===== src/rtl/zmute_pkg.sv =====
package zmute_pkg;

  localparam int N_CH = 2;

  typedef enum logic [0:0] {
    CH_LEFT  = 1'b0,
    CH_RIGHT = 1'b1
  } zm_ch_e;

  // Output selection: forced code when any mute source is active.
  function automatic logic [15:0] zm_pick(
    input logic        force_mute,
    input logic [15:0] sample,
    input logic [15:0] common_code
  );
    return force_mute ? common_code : sample;
  endfunction

endpackage


===== src/rtl/zmute_run_cnt.sv =====
module zmute_run_cnt #(
  parameter int ZERO_RUN = 8192
) (
  input  logic clk,
  input  logic rst_n,
  input  logic stb,
  input  logic is_zero,
  output logic auto_d,
  output logic auto_q
);

  localparam int                CNT_W = $clog2(ZERO_RUN + 1);
  localparam logic [CNT_W-1:0]  LIMIT = CNT_W'(ZERO_RUN);

  logic [CNT_W-1:0] cnt_q;
  logic [CNT_W-1:0] cnt_d;

  // next-state
  always_comb begin
    cnt_d  = cnt_q;
    auto_d = auto_q;
    if (stb) begin
      if (!is_zero) begin
        cnt_d  = '0;
        auto_d = 1'b0;
      end else if (cnt_q == LIMIT) begin
        auto_d = 1'b1;
      end else begin
        cnt_d = cnt_q + 1'b1;
      end
    end
  end

  // registers, enabled by the frame strobe
  always_ff @(posedge clk or negedge rst_n) begin
    if (!rst_n) begin
      cnt_q  <= '0;
      auto_q <= 1'b0;
    end else if (stb) begin
      cnt_q  <= cnt_d;
      auto_q <= auto_d;
    end
  end

  AST_CNT_BOUND: assert property (@(posedge clk) disable iff (!rst_n)
    cnt_q <= LIMIT);

  AST_FLAG_AT_LIMIT: assert property (@(posedge clk) disable iff (!rst_n)
    auto_q |-> (cnt_q == LIMIT));

  AST_RELEASE_ON_DATA: assert property (@(posedge clk) disable iff (!rst_n)
    $fell(auto_q) |-> $past(stb && !is_zero));

  AST_RISE_ON_STB: assert property (@(posedge clk) disable iff (!rst_n)
    $rose(auto_q) |-> $past(stb && is_zero));

endmodule


===== src/rtl/zmute_chan.sv =====
module zmute_chan #(
  parameter int          SMP_W     = 16,
  parameter int          ZERO_RUN  = 8192,
  parameter logic [15:0] MID_CODE  = 16'h0000
) (
  input  logic             clk,
  input  logic             rst_n,
  input  logic             stb,
  input  logic [SMP_W-1:0] smp_in,
  input  logic             hard_mute,
  output logic [SMP_W-1:0] smp_out,
  output logic             zflag
);

  logic             is_zero;
  logic             auto_d;
  logic             auto_q;
  logic [SMP_W-1:0] out_d;
  logic [SMP_W-1:0] out_q;

  assign is_zero = (smp_in == '0);

  zmute_run_cnt #(.ZERO_RUN(ZERO_RUN)) u_run (
    .clk    (clk),
    .rst_n  (rst_n),
    .stb    (stb),
    .is_zero(is_zero),
    .auto_d (auto_d),
    .auto_q (auto_q)
  );

  always_comb begin
    out_d = out_q;
    if (stb)
      out_d = SMP_W'(zmute_pkg::zm_pick(hard_mute | auto_d,
                                         16'(smp_in), MID_CODE));
  end

  always_ff @(posedge clk or negedge rst_n) begin
    if (!rst_n)
      out_q <= '0;
    else if (stb)
      out_q <= out_d;
  end

  assign smp_out = out_q;
  assign zflag   = auto_q;

  AST_OUT_HOLD: assert property (@(posedge clk) disable iff (!rst_n)
    !stb |=> $stable(out_q));

  AST_HARD_MUTE: assert property (@(posedge clk) disable iff (!rst_n)
    (stb && hard_mute) |=> (out_q == SMP_W'(MID_CODE)));

  AST_PASS_CLEAN: assert property (@(posedge clk) disable iff (!rst_n)
    (stb && !hard_mute && !is_zero) |=> (out_q == $past(smp_in)));

endmodule


===== src/rtl/zmute_ctrl.sv =====
module zmute_ctrl #(
  parameter int          SMP_W    = 16,
  parameter int          ZERO_RUN = 8192,
  parameter logic [15:0] MID_CODE = 16'h0000
) (
  input  logic             clk,
  input  logic             rst_n,
  input  logic             frame_stb,
  input  logic [SMP_W-1:0] left_in,
  input  logic [SMP_W-1:0] right_in,
  input  logic             mute_in,
  output logic [SMP_W-1:0] left_out,
  output logic [SMP_W-1:0] right_out,
  output logic             left_zflag,
  output logic             right_zflag
);

  import zmute_pkg::*;

  logic [SMP_W-1:0] smp_in_a  [N_CH];
  logic [SMP_W-1:0] smp_out_a [N_CH];
  logic             zflag_a   [N_CH];

  assign smp_in_a[CH_LEFT]  = left_in;
  assign smp_in_a[CH_RIGHT] = right_in;

  for (genvar ch = 0; ch < N_CH; ch++) begin : g_ch
    zmute_chan #(
      .SMP_W   (SMP_W),
      .ZERO_RUN(ZERO_RUN),
      .MID_CODE(MID_CODE)
    ) u_chan (
      .clk      (clk),
      .rst_n    (rst_n),
      .stb      (frame_stb),
      .smp_in   (smp_in_a[ch]),
      .hard_mute(mute_in),
      .smp_out  (smp_out_a[ch]),
      .zflag    (zflag_a[ch])
    );
  end

  assign left_out    = smp_out_a[CH_LEFT];
  assign right_out   = smp_out_a[CH_RIGHT];
  assign left_zflag  = zflag_a[CH_LEFT];
  assign right_zflag = zflag_a[CH_RIGHT];

  AST_FLAG_STB_ONLY: assert property (@(posedge clk) disable iff (!rst_n)
    !frame_stb |=> ($stable(left_zflag) && $stable(right_zflag)));

  AST_FLAG_MUTES_OUT: assert property (@(posedge clk) disable iff (!rst_n)
    left_zflag |-> (left_out == SMP_W'(MID_CODE)));

endmodule


===== config.mk =====
export PLATFORM = sky130hd
export DESIGN_NAME = zmute_ctrl
export DESIGN_NICKNAME = d
export VERILOG_FILES = /design/src/rtl/zmute_pkg.sv /design/src/rtl/zmute_run_cnt.sv /design/src/rtl/zmute_chan.sv /design/src/rtl/zmute_ctrl.sv
export SDC_FILE = /design/constraint.sdc
export NUM_CORES = 1
export LEC_CHECK = 0
export BUFFER_PORTS_ARGS = -buffer_cell sky130_fd_sc_hd__buf_2
export CORE_ASPECT_RATIO = 1.75
export CORE_UTILIZATION = 55
export CTS_CLUSTER_DIAMETER = 100
export DETAILED_ROUTE_END_ITERATION = 8
export GPL_TIMING_DRIVEN = 0
export PLACE_DENSITY = 0.82
export SYNTH_ARGS = -nofsm -noshare
export SYNTH_HDL_FRONTEND = slang
export SYNTH_SLANG_ARGS = --single-unit

===== constraint.sdc =====
create_clock -name clk -period 2.6 [get_ports clk]
set_input_delay 0.13 -clock clk [delete_from_list [all_inputs] [get_ports clk]]
set_output_delay 0.13 -clock clk [all_outputs]
set_load 0.1 [all_outputs]

==> run_results.csv, run 1 <==
group,metric,value,unit
outcome,status,"completed",
power_and_ir_drop,p_per_area,695.1,nW/µm²
synthesis,ys_async_sr_fraction,1.000,
drt,via_per_inst,5.916,
synthesis,ys_top_cells_by_area,"dfrtp_1 56%, a22o_1 8.2%, nor2_1 3.8%",
worst_setup_path,path_class,"reg -> reg",
timing,finalSetupTns,0,ns
synthesis,synthFlopType,"dfrtp_1",
drt,drtPass1Iterations,5,
synthesis,netlist_instances,255,
drt,wl_per_cell,16.36,µm
floorplanning,core.rowCount,33,
power_and_ir_drop,cellLeakagePower,1.648,nW
timing,rsz0062_at_grt,"no",
place,dp_cells,375,
floorplanning,boundaryPins,70,
synthesis,yosysUniqueCellTypes,34,
layout,stdcell_count,392,
floorplanning,dieArea,5348,µm²
worst_setup_path,arrival,2.07,ns
timing,drv_slew,0,
timing,setup_viol,0,
synthesis,synth.ff_latch_count,62,
worst_setup_path,worstPathCellList,"inv_1 > ha_1 > nor4b_1 > nand4_1 > o21ai_0 > a32o_1",
synthesis,yosys_warnings,0,
layout,antenna_cells,0,
worst_setup_path,critPathBufInv,1,
global_routing,grtUsageTotal,0.2488,
worst_setup_path,cp_top_family,"simple AND/OR/NAND/NOR gates",
drt,drt_iter0_drc,43,
worst_setup_path,crit_path_start_kind,"flip-flop",
synthesis,syn_area_per_cell,10.89,µm²
global_routing,grt_first_pass_wirelength,10160,µm
synthesis,netlist.area_leader.share,0.5588,
power_and_ir_drop,finalPower,0.002366,W
synthesis,seq_area_frac_synth,0.5588,
synthesis,synth_most_common_cell,"dfrtp_1",
timing,relSlewSlack,0.4961,
timing,fmax,0.5546,GHz
timing,worstMarginPinSlew,0.7559,ns
cts,clk_pin_slew,0.07,ns
cts,clk_latency,0.34,ns
drt,route.vias.total,2319,
place,placed_cell_area,3182,µm²
cts,h-tree-depth,3,
synthesis,synth_nets,295,
synthesis,netlist_top_cells_count,"62 x dfrtp_1, 28 x nor2_1, 26 x a22o_1",
place,hpwl,4528,µm
run,maxCapViolCount,0,
global_routing,overflow,0,
floorplanning,core_area,4748,µm²
timing,skew,0.008763,ns
layout,drive_gt1_frac,0.2559,
cts,cts_tree,"built",
worst_setup_path,slowest_delay,0.42,ns
cts,cts_buffers,9,
floorplanning,start_util,0.5847,
layout,final_nets,375,
worst_setup_path,crit_path_max_fanout,4,
power_and_ir_drop,peakVddDrop,0.0007685,V
synthesis,yosys.area.top_type,"dfrtp_1",
cts,root_buffer,"clkbuf_8",
drt,remaining_drc_errors,0,
global_routing,antenna_found_initial,0,
layout,final_util,0.7167,
cts,cts_buffer_depth,2,
timing,hold_viol,0,
floorplanning,die_x,55.71,µm
worst_setup_path,end_kind,"flip-flop",
synthesis,syn_area,2776,µm²
place,io_buffers,68,
layout,finalInstanceArea,3403,µm²
global_routing,grt_pass1_vias,2283,
global_routing,grt_max_degree,63,
drt,final_antenna_net_count,0,
cts,cts.sinks,62,
drt,wirelength,6414,µm
min_path,min_path_type,"in -> reg",
worst_setup_path,slowest_stage,"dfrtp_1",
place,gp_congestion,0.8038,
timing,fin_crit_sh,0.6935,
timing,fin_crit,1.803,ns
layout,syn_to_final_growth,22.58,%
worst_setup_path,crit_required,2.87,ns
floorplanning,fp.dieH,95.99,µm
synthesis,synth_edf_count,0,
## stage by stage
step                worst slack, ns  hold slack [ns]
floorplan                     1.087          -0.1656
global placement             0.8415           0.3611
detailed placement           0.7955           0.3649
CTS                          0.8008         0.006663
global route                 0.6687          0.01423
finish                       0.7968          0.01956
## cells by family after synthesis
family,synth area share
AO/OA/AOI/OAI,0.1438
XOR/XNOR,0.05678
adder cells (fa/ha/maj),0.01803
buffers and inverters,0.02478
flip-flops,0.5588
multiplexers,0.007661
AND/OR/NAND/NOR,0.1902
## timing repair
item / in CTS / in global routing
gates resized for setup: 0 / 0
setup buffers: 0 / 0
endpoints found under the setup margin: 0 / 0
hold buffers: 0 / 1
hold endpoints to repair: 0 / 62
## path summary, 6_finish.rpt
| path | start | end | slack [ns] | depth (start not counted) |
|---|---|---|---|---|
| min in group asynchronous | rst_n | g_ch[1].u_chan.smp_out[15] | 0.43 | 2 |
| max reg2reg | g_ch[0].u_chan.u_run.cnt_q[0] | g_ch[0].u_chan.u_run.cnt_q[1] | 0.80 | 6 |
| max | g_ch[0].u_chan.u_run.cnt_q[0] | g_ch[0].u_chan.u_run.cnt_q[1] | 0.80 | 6 |
| min | left_in[15] | g_ch[0].u_chan.smp_out[15] | 0.02 | 2 |
| min reg2reg | g_ch[1].u_chan.smp_out[15] | g_ch[1].u_chan.smp_out[15] | 0.49 | 1 |
| max in group asynchronous | rst_n | g_ch[0].u_chan.u_run.cnt_q[8] | 1.68 | 2 |
## metal layers
layer | vias up | track usage | routed length (µm)
met5 | - | 0 | 0
met4 | 0 | 0.1021 | 98
met3 | 8 | 0.04704 | 227
met2 | 65 | 0.4608 | 3428
met1 | 1143 | 0.2794 | 2659
li1 | 1103 | - | -
## power breakdown
group / leakage (nW) / switching [W] / internal (W)
Sequential: 0.835 / 0.0000235 / 0.00100
Combinational: 0.716 / 0.000385 / 0.0000840
Clock: 0.0976 / 0.000376 / 0.000493
## cell type report
class | instances | area, µm²
clock inverters | 5 | 57.56
fillers | 364 | 1345
repair buffers | 69 | 352.8
multi-input cells | 175 | 1156
plain buffers | 13 | 50.05
clock buffers | 11 | 151.4
well taps | 52 | 65.06
inverters | 5 | 18.77
flip-flops and latches | 62 | 1551
## placed cells by master (no fill, tap or decap), types with 2 or more instances in the layout
cell / Yosys / final
and3_1: 5 / 5
o2bb2ai_1: 9 / 9
nand2_1: 16 / 16
o21ai_0: 2 / 2
dfrtp_1: 62 / 62
and4_1: 4 / 4
clkbuf_8: 0 / 11
a21oi_1: 5 / 5
o21ai_1: 3 / 3
or3_1: 2 / 2
a22o_1: 26 / 26
nor2_1: 28 / 28
clkinvlp_4: 0 / 3
and2_1: 2 / 2
xnor2_1: 6 / 6
nor4_1: 8 / 8
nor3_1: 6 / 6
nand4_1: 14 / 14
buf_2: 1 / 68
nand3_1: 8 / 8
inv_1: 4 / 4
nor4b_1: 5 / 5
xor2_1: 12 / 12
ha_1: 4 / 4
clkbuf_1: 12 / 12
## registers in the layout, summed over array words and instances (netlist names)
name,flops
g_ch.u_chan.smp_out,32
g_ch.u_chan.u_run.auto_q,2
g_ch.u_chan.u_run.cnt_q,28
No activity file was read; power rests on OpenSTA's default activity.
==> run 2: changes to the inputs <==
- CORE_UTILIZATION: 55 -> 47
- PLACE_DENSITY: 0.82 -> 0.75
- clock period: 2.6 -> 1.6 ns (I/O delays scaled with it)
==> run_results.csv, run 2 (synthesis results as in run 1) <==
group,metric,value,unit
outcome,status,"completed",
floorplanning,die_x,60.10,µm
drt,wl_per_cell,16.65,µm
worst_setup_path,regToRegStartpoint,"g_ch[1].u_chan.u_run.cnt_q[7]",
floorplanning,boundaryPins,70,
run,maxCapViolCount,0,
layout,final_cell_mix,"67 x buf_2, 56 x dfrtp_1, 32 x dlygate4sd3_1, 28 x nor2_1, 26 x a22o_1",
worst_setup_path,end_kind,"flip-flop",
worst_setup_path,crit_required,1.83,ns
power_and_ir_drop,peakVddDrop,0.0006245,V
floorplanning,core_area,5630,µm²
worst_setup_path,cp_top_family,"simple AND/OR/NAND/NOR gates",
timing,fmax,0.6363,GHz
global_routing,overflow,0,
timing,rsz0062_at_grt,"yes",
global_routing,grt_first_pass_wirelength,12280,µm
global_routing,grtUsageTotal,0.2627,
min_path,min_path_type,"in -> reg",
power_and_ir_drop,p_per_area,1001,nW/µm²
cts,cts.sinks,62,
timing,relSlewSlack,0.4821,
min_path,holdCritStartpoint,"right_in[9]",
layout,drive_gt1_frac,0.3359,
drt,final_antenna_net_count,0,
global_routing,grt_max_degree,63,
layout,syn_to_final_growth,44.52,%
drt,drt_iter0_drc,97,
layout,mostFrequentLayoutCell,"buf_2",
drt,route.vias.total,2579,
floorplanning,start_util,0.4931,
worst_setup_path,slowest_delay,0.48,ns
worst_setup_path,crit_path_start_kind,"flip-flop",
timing,fin_crit_sh,0.9823,
cts,clk_latency,0.34,ns
worst_setup_path,crit_path_max_fanout,7,
place,dp_cells,399,
timing,setup_viol,0,
floorplanning,fp.dieH,103.7,µm
place,hpwl,4582,µm
global_routing,grt_pass1_vias,2553,
layout,stdcell_count,463,
power_and_ir_drop,finalPower,0.004015,W
power_and_ir_drop,cellLeakagePower,1.916,nW
timing,drv_slew,0,
cts,root_buffer,"clkbuf_8",
worst_setup_path,cp-startpoint,"g_ch[1].u_chan.u_run.cnt_q[7]",
layout,antenna_cells,0,
layout,final_nets,422,
layout,largest_reg_flops,32,
cts,cts_tree,"built",
floorplanning,dieArea,6231,µm²
timing,skew,0.006157,ns
cts,cts_buffers,9,
timing,whs,0.02755,ns
worst_setup_path,worstPathCellList,"nor4b_4 > and4_4 > nor3_2 > mux2_4",
timing,hold_viol,0,
drt,remaining_drc_errors,0,
cts,clk_pin_slew,0.07,ns
drt,via_per_inst,5.570,
worst_setup_path,critPathBufInv,0,
worst_setup_path,arrival,1.80,ns
drt,wirelength,7710,µm
timing,worstMarginPinSlew,0.7769,ns
worst_setup_path,slowest_stage,"dfrtp_1",
floorplanning,core.rowCount,36,
cts,h-tree-depth,3,
global_routing,antenna_found_initial,0,
layout,fillCellCount,397,
worst_setup_path,path_class,"reg -> reg",
drt,drtPass1Iterations,4,
place,gp_congestion,0.8033,
cts,cts_buffer_depth,2,
place,io_buffers,68,
timing,fin_crit,1.572,ns
[run 2: changes by cell type in the layout (fill, tap and decap cells not counted), moves of 3 or more]
cell           before  now
clkinvlp_4          3    0
buf_4               1   17
nor4b_4             0    3
nor4b_1             5    1
dlygate4sd3_1       1   32
dfrtp_1            62   56
dfrtp_2             0    6
[run 2: worst reg2reg max path, cell delays in order, from the launching register on]
cell and delay [ns]:
dfrtp_1 0.48, nor4b_4 0.38, and4_4 0.30, nor3_2 0.05
mux2_4 0.26
[run 2: per-layer routing]
layer	vias to the layer above	part of all wire	GRT usage
li1	1193	-	-
met1	1277	0.40	0.3177
met2	89	0.54	0.4262
met3	20	0.044	0.06991
met4	0	0.025	0.1096
met5	-	0	0
[run 2: cell type report]
type	instances	area, µm²	area share
Multi-Input combinational cell	175	1267	0.3159
Buffer	12	50.05	0.01247
Tap cell	76	95.09	0.02370
Clock inverter	3	40.04	0.009978
Timing Repair Buffer	117	803.3	0.2002
Clock buffer	13	178.9	0.04459
Sequential cell	62	1559	0.3885
Inverter	5	18.77	0.004677
[run 2: through the flow]
step | worst slack [ns] | setup TNS, ns | utilization | instance area, µm²
after floorplan | 0.08712 | 0 | - | 2776
after global placement | -0.1246 | -1.740 | 0.5704 | 3212
after detailed placement | -0.1482 | -2.473 | 0.5704 | 3212
after CTS | -0.01384 | -0.02696 | 0.6698 | 3771
after global routing | -0.02660 | -0.1188 | 0.7127 | 4013
final | 0.02829 | 0 | 0.7127 | 4013
[run 2: power by group]
group	internal, W	leakage [nW]	switching, W
logic	0.000197	0.976	0.000654
clock network	0.000884	0.115	0.000608
registers	0.00163	0.825	0.0000401
[run 2: repair_timing]
action,4_1_cts,5_1_grt
gates resized for setup,5,29
endpoints found under the hold margin,31,62
buffers inserted,1,16
endpoints found under the setup margin,7,19
hold buffers,31,1
pin swaps,2,5
[run 2: final timing paths]
check,slack (ns),end,cells past startpoint
setup / recovery,0.03,g_ch[1].u_chan.u_run.cnt_q[0],4
hold / removal,0.03,g_ch[1].u_chan.smp_out[9],3
max in group asynchronous,0.68,g_ch[1].u_chan.u_run.cnt_q[5],2
min in group asynchronous,0.37,g_ch[1].u_chan.smp_out[8],2
setup reg to reg,0.03,g_ch[1].u_chan.u_run.cnt_q[0],4
hold reg to reg,0.49,g_ch[1].u_chan.smp_out[15],1
==> run 3: changes to the inputs <==
- GPL_TIMING_DRIVEN: 0 -> unset
==> run_results.csv, run 3 (synthesis results as in run 1) <==
group,metric,value,unit
outcome,status,"completed",
drt,remaining_drc_errors,0,
worst_setup_path,arrival,1.85,ns
timing,setup_viol,0,
run,maxCapViolCount,0,
cts,clk_latency,0.34,ns
timing,fmax,0.6339,GHz
place,placed_cell_area,3322,µm²
power_and_ir_drop,peakVddDrop,0.0007663,V
layout,final_nets,415,
worst_setup_path,cp_top_family,"buffers and inverters",
layout,syn_to_final_growth,42.81,%
floorplanning,dieArea,6231,µm²
power_and_ir_drop,p_per_area,997.5,nW/µm²
global_routing,grt_max_degree,43,
worst_setup_path,crit_required,1.87,ns
floorplanning,core.rowCount,36,
drt,route.vias.total,2653,
worst_setup_path,end_kind,"flip-flop",
place,hpwl,4468,µm
global_routing,grt_pass1_vias,2712,
layout,antenna_cells,0,
drt,wirelength,8410,µm
worst_setup_path,path_class,"in -> reg",
layout,finalInstanceArea,3965,µm²
place,dp_worst_setup_slack,-0.02101,ns
worst_setup_path,worstPathCellList,"dlygate4sd3_1 > buf_2 > nor4_2 > nand4_1 > buf_4 > o21ai_1 > a22o_1",
floorplanning,die_x,60.10,µm
timing,finalSetupTns,0,ns
timing,fin_crit_sh,0.9859,
global_routing,grt_first_pass_wirelength,12920,µm
timing,rsz0062_at_grt,"yes",
timing,worstMarginPinSlew,0.5199,ns
power_and_ir_drop,cellLeakagePower,1.903,nW
place,io_buffers,69,
worst_setup_path,slowest_stage,"dlygate4sd3_1",
layout,largest_reg_flops,32,
global_routing,antenna_found_initial,0,
timing,hold_viol,0,
cts,cts.sinks,62,
layout,final_cell_mix,"69 x buf_2, 60 x dfrtp_1, 33 x dlygate4sd3_1, 28 x nor2_1, 26 x a22o_1",
layout,drive_gt1_frac,0.3289,
layout,final_util,0.7042,
cts,cts_buffer_depth,2,
worst_setup_path,slowest_delay,0.55,ns
timing,whs,0.03339,ns
worst_setup_path,critPathBufInv,3,
timing,skew,0.01216,ns
timing,drv_slew,0,
timing,setup_ws,0.02256,ns
cts,root_buffer,"clkbuf_8",
timing,fin_crit,1.577,ns
floorplanning,fp.dieH,103.7,µm
layout,mostFrequentLayoutCell,"buf_2",
global_routing,grtUsageTotal,0.2766,
floorplanning,start_util,0.4931,
worst_setup_path,crit_path_max_fanout,7,
floorplanning,core_area,5630,µm²
drt,wl_per_cell,18.44,µm
drt,drtPass1Iterations,4,
drt,via_per_inst,5.818,
cts,cts_tree,"built",
cts,cts_buffers,9,
min_path,min_path_type,"in -> reg",
floorplanning,boundaryPins,70,
place,gp_congestion,0.7892,
global_routing,overflow,0,
timing,relSlewSlack,0.6558,
drt,final_antenna_net_count,0,
cts,h-tree-depth,3,
worst_setup_path,crit_path_start_kind,"primary input",
cts,clk_pin_slew,0.08,ns
drt,drt_iter0_drc,116,
==> run 3: worst register-to-register path, stage by stage (launching register included) <==
cell     delay (ns)
dfrtp_2        0.44
and4_4         0.25
nand4_1        0.12
or4_1          0.51
a21oi_1        0.15
==> run 3: power breakdown <==
part	internal [W]	switching (W)	leakage, nW
logic	0.000202	0.000665	0.980
registers	0.00163	0.0000457	0.832
clock network	0.000721	0.000690	0.0914
total	0.00255	0.00140	1.90
==> run 3: stage by stage <==
step / std cells / power, W
final: 456 / 0.003955
after global routing: 456 / 0.004066
after CTS: 455 / 0.003898
after detailed placement: 406 / 0.002467
after global placement: 406 / 0.002461
after floorplan: 255 / 0.002268
==> run 3: cell type report <==
class | count | area, µm²
clock buffer | 9 | 123.9
multi-input combinational | 175 | 1260
clock inverter | 7 | 75.07
sequential | 62 | 1554
inverter | 5 | 18.77
fill | 378 | 1665
tap | 76 | 95.09
timing repair buffer | 122 | 838.3
==> run 3: repair_timing <==
action,CTS,global route
endpoints found under the hold margin,52,0
hold buffers,33,0
pin swaps,0,3
gates resized for setup,4,19
setup buffers,0,1
endpoints found under the setup margin,2,28
==> run 3: final timing paths <==
kind	startpoint	to	slack, ns	depth (start not counted)
setup / recovery	left_in[2]	g_ch[0].u_chan.u_run.cnt_q[4]	0.02	7
hold / removal	mute_in	g_ch[1].u_chan.smp_out[12]	0.03	2
setup reg to reg	g_ch[1].u_chan.u_run.cnt_q[5]	g_ch[1].u_chan.u_run.cnt_q[13]	0.07	4
hold reg to reg	g_ch[1].u_chan.u_run.auto_q	g_ch[1].u_chan.u_run.auto_q	0.49	2
max in group asynchronous	rst_n	g_ch[1].u_chan.u_run.cnt_q[3]	0.75	3
min in group asynchronous	rst_n	g_ch[1].u_chan.smp_out[8]	0.24	2
==> run 3: layer usage <==
layer / wire length [µm] / GRT usage / up-vias
li1: - / - / 1185
met1: 3263 / 0.3548 / 1325
met2: 4395 / 0.4388 / 117
met3: 445 / 0.05618 / 26
met4: 305 / 0.1213 / 0
met5: 0 / 0 / -
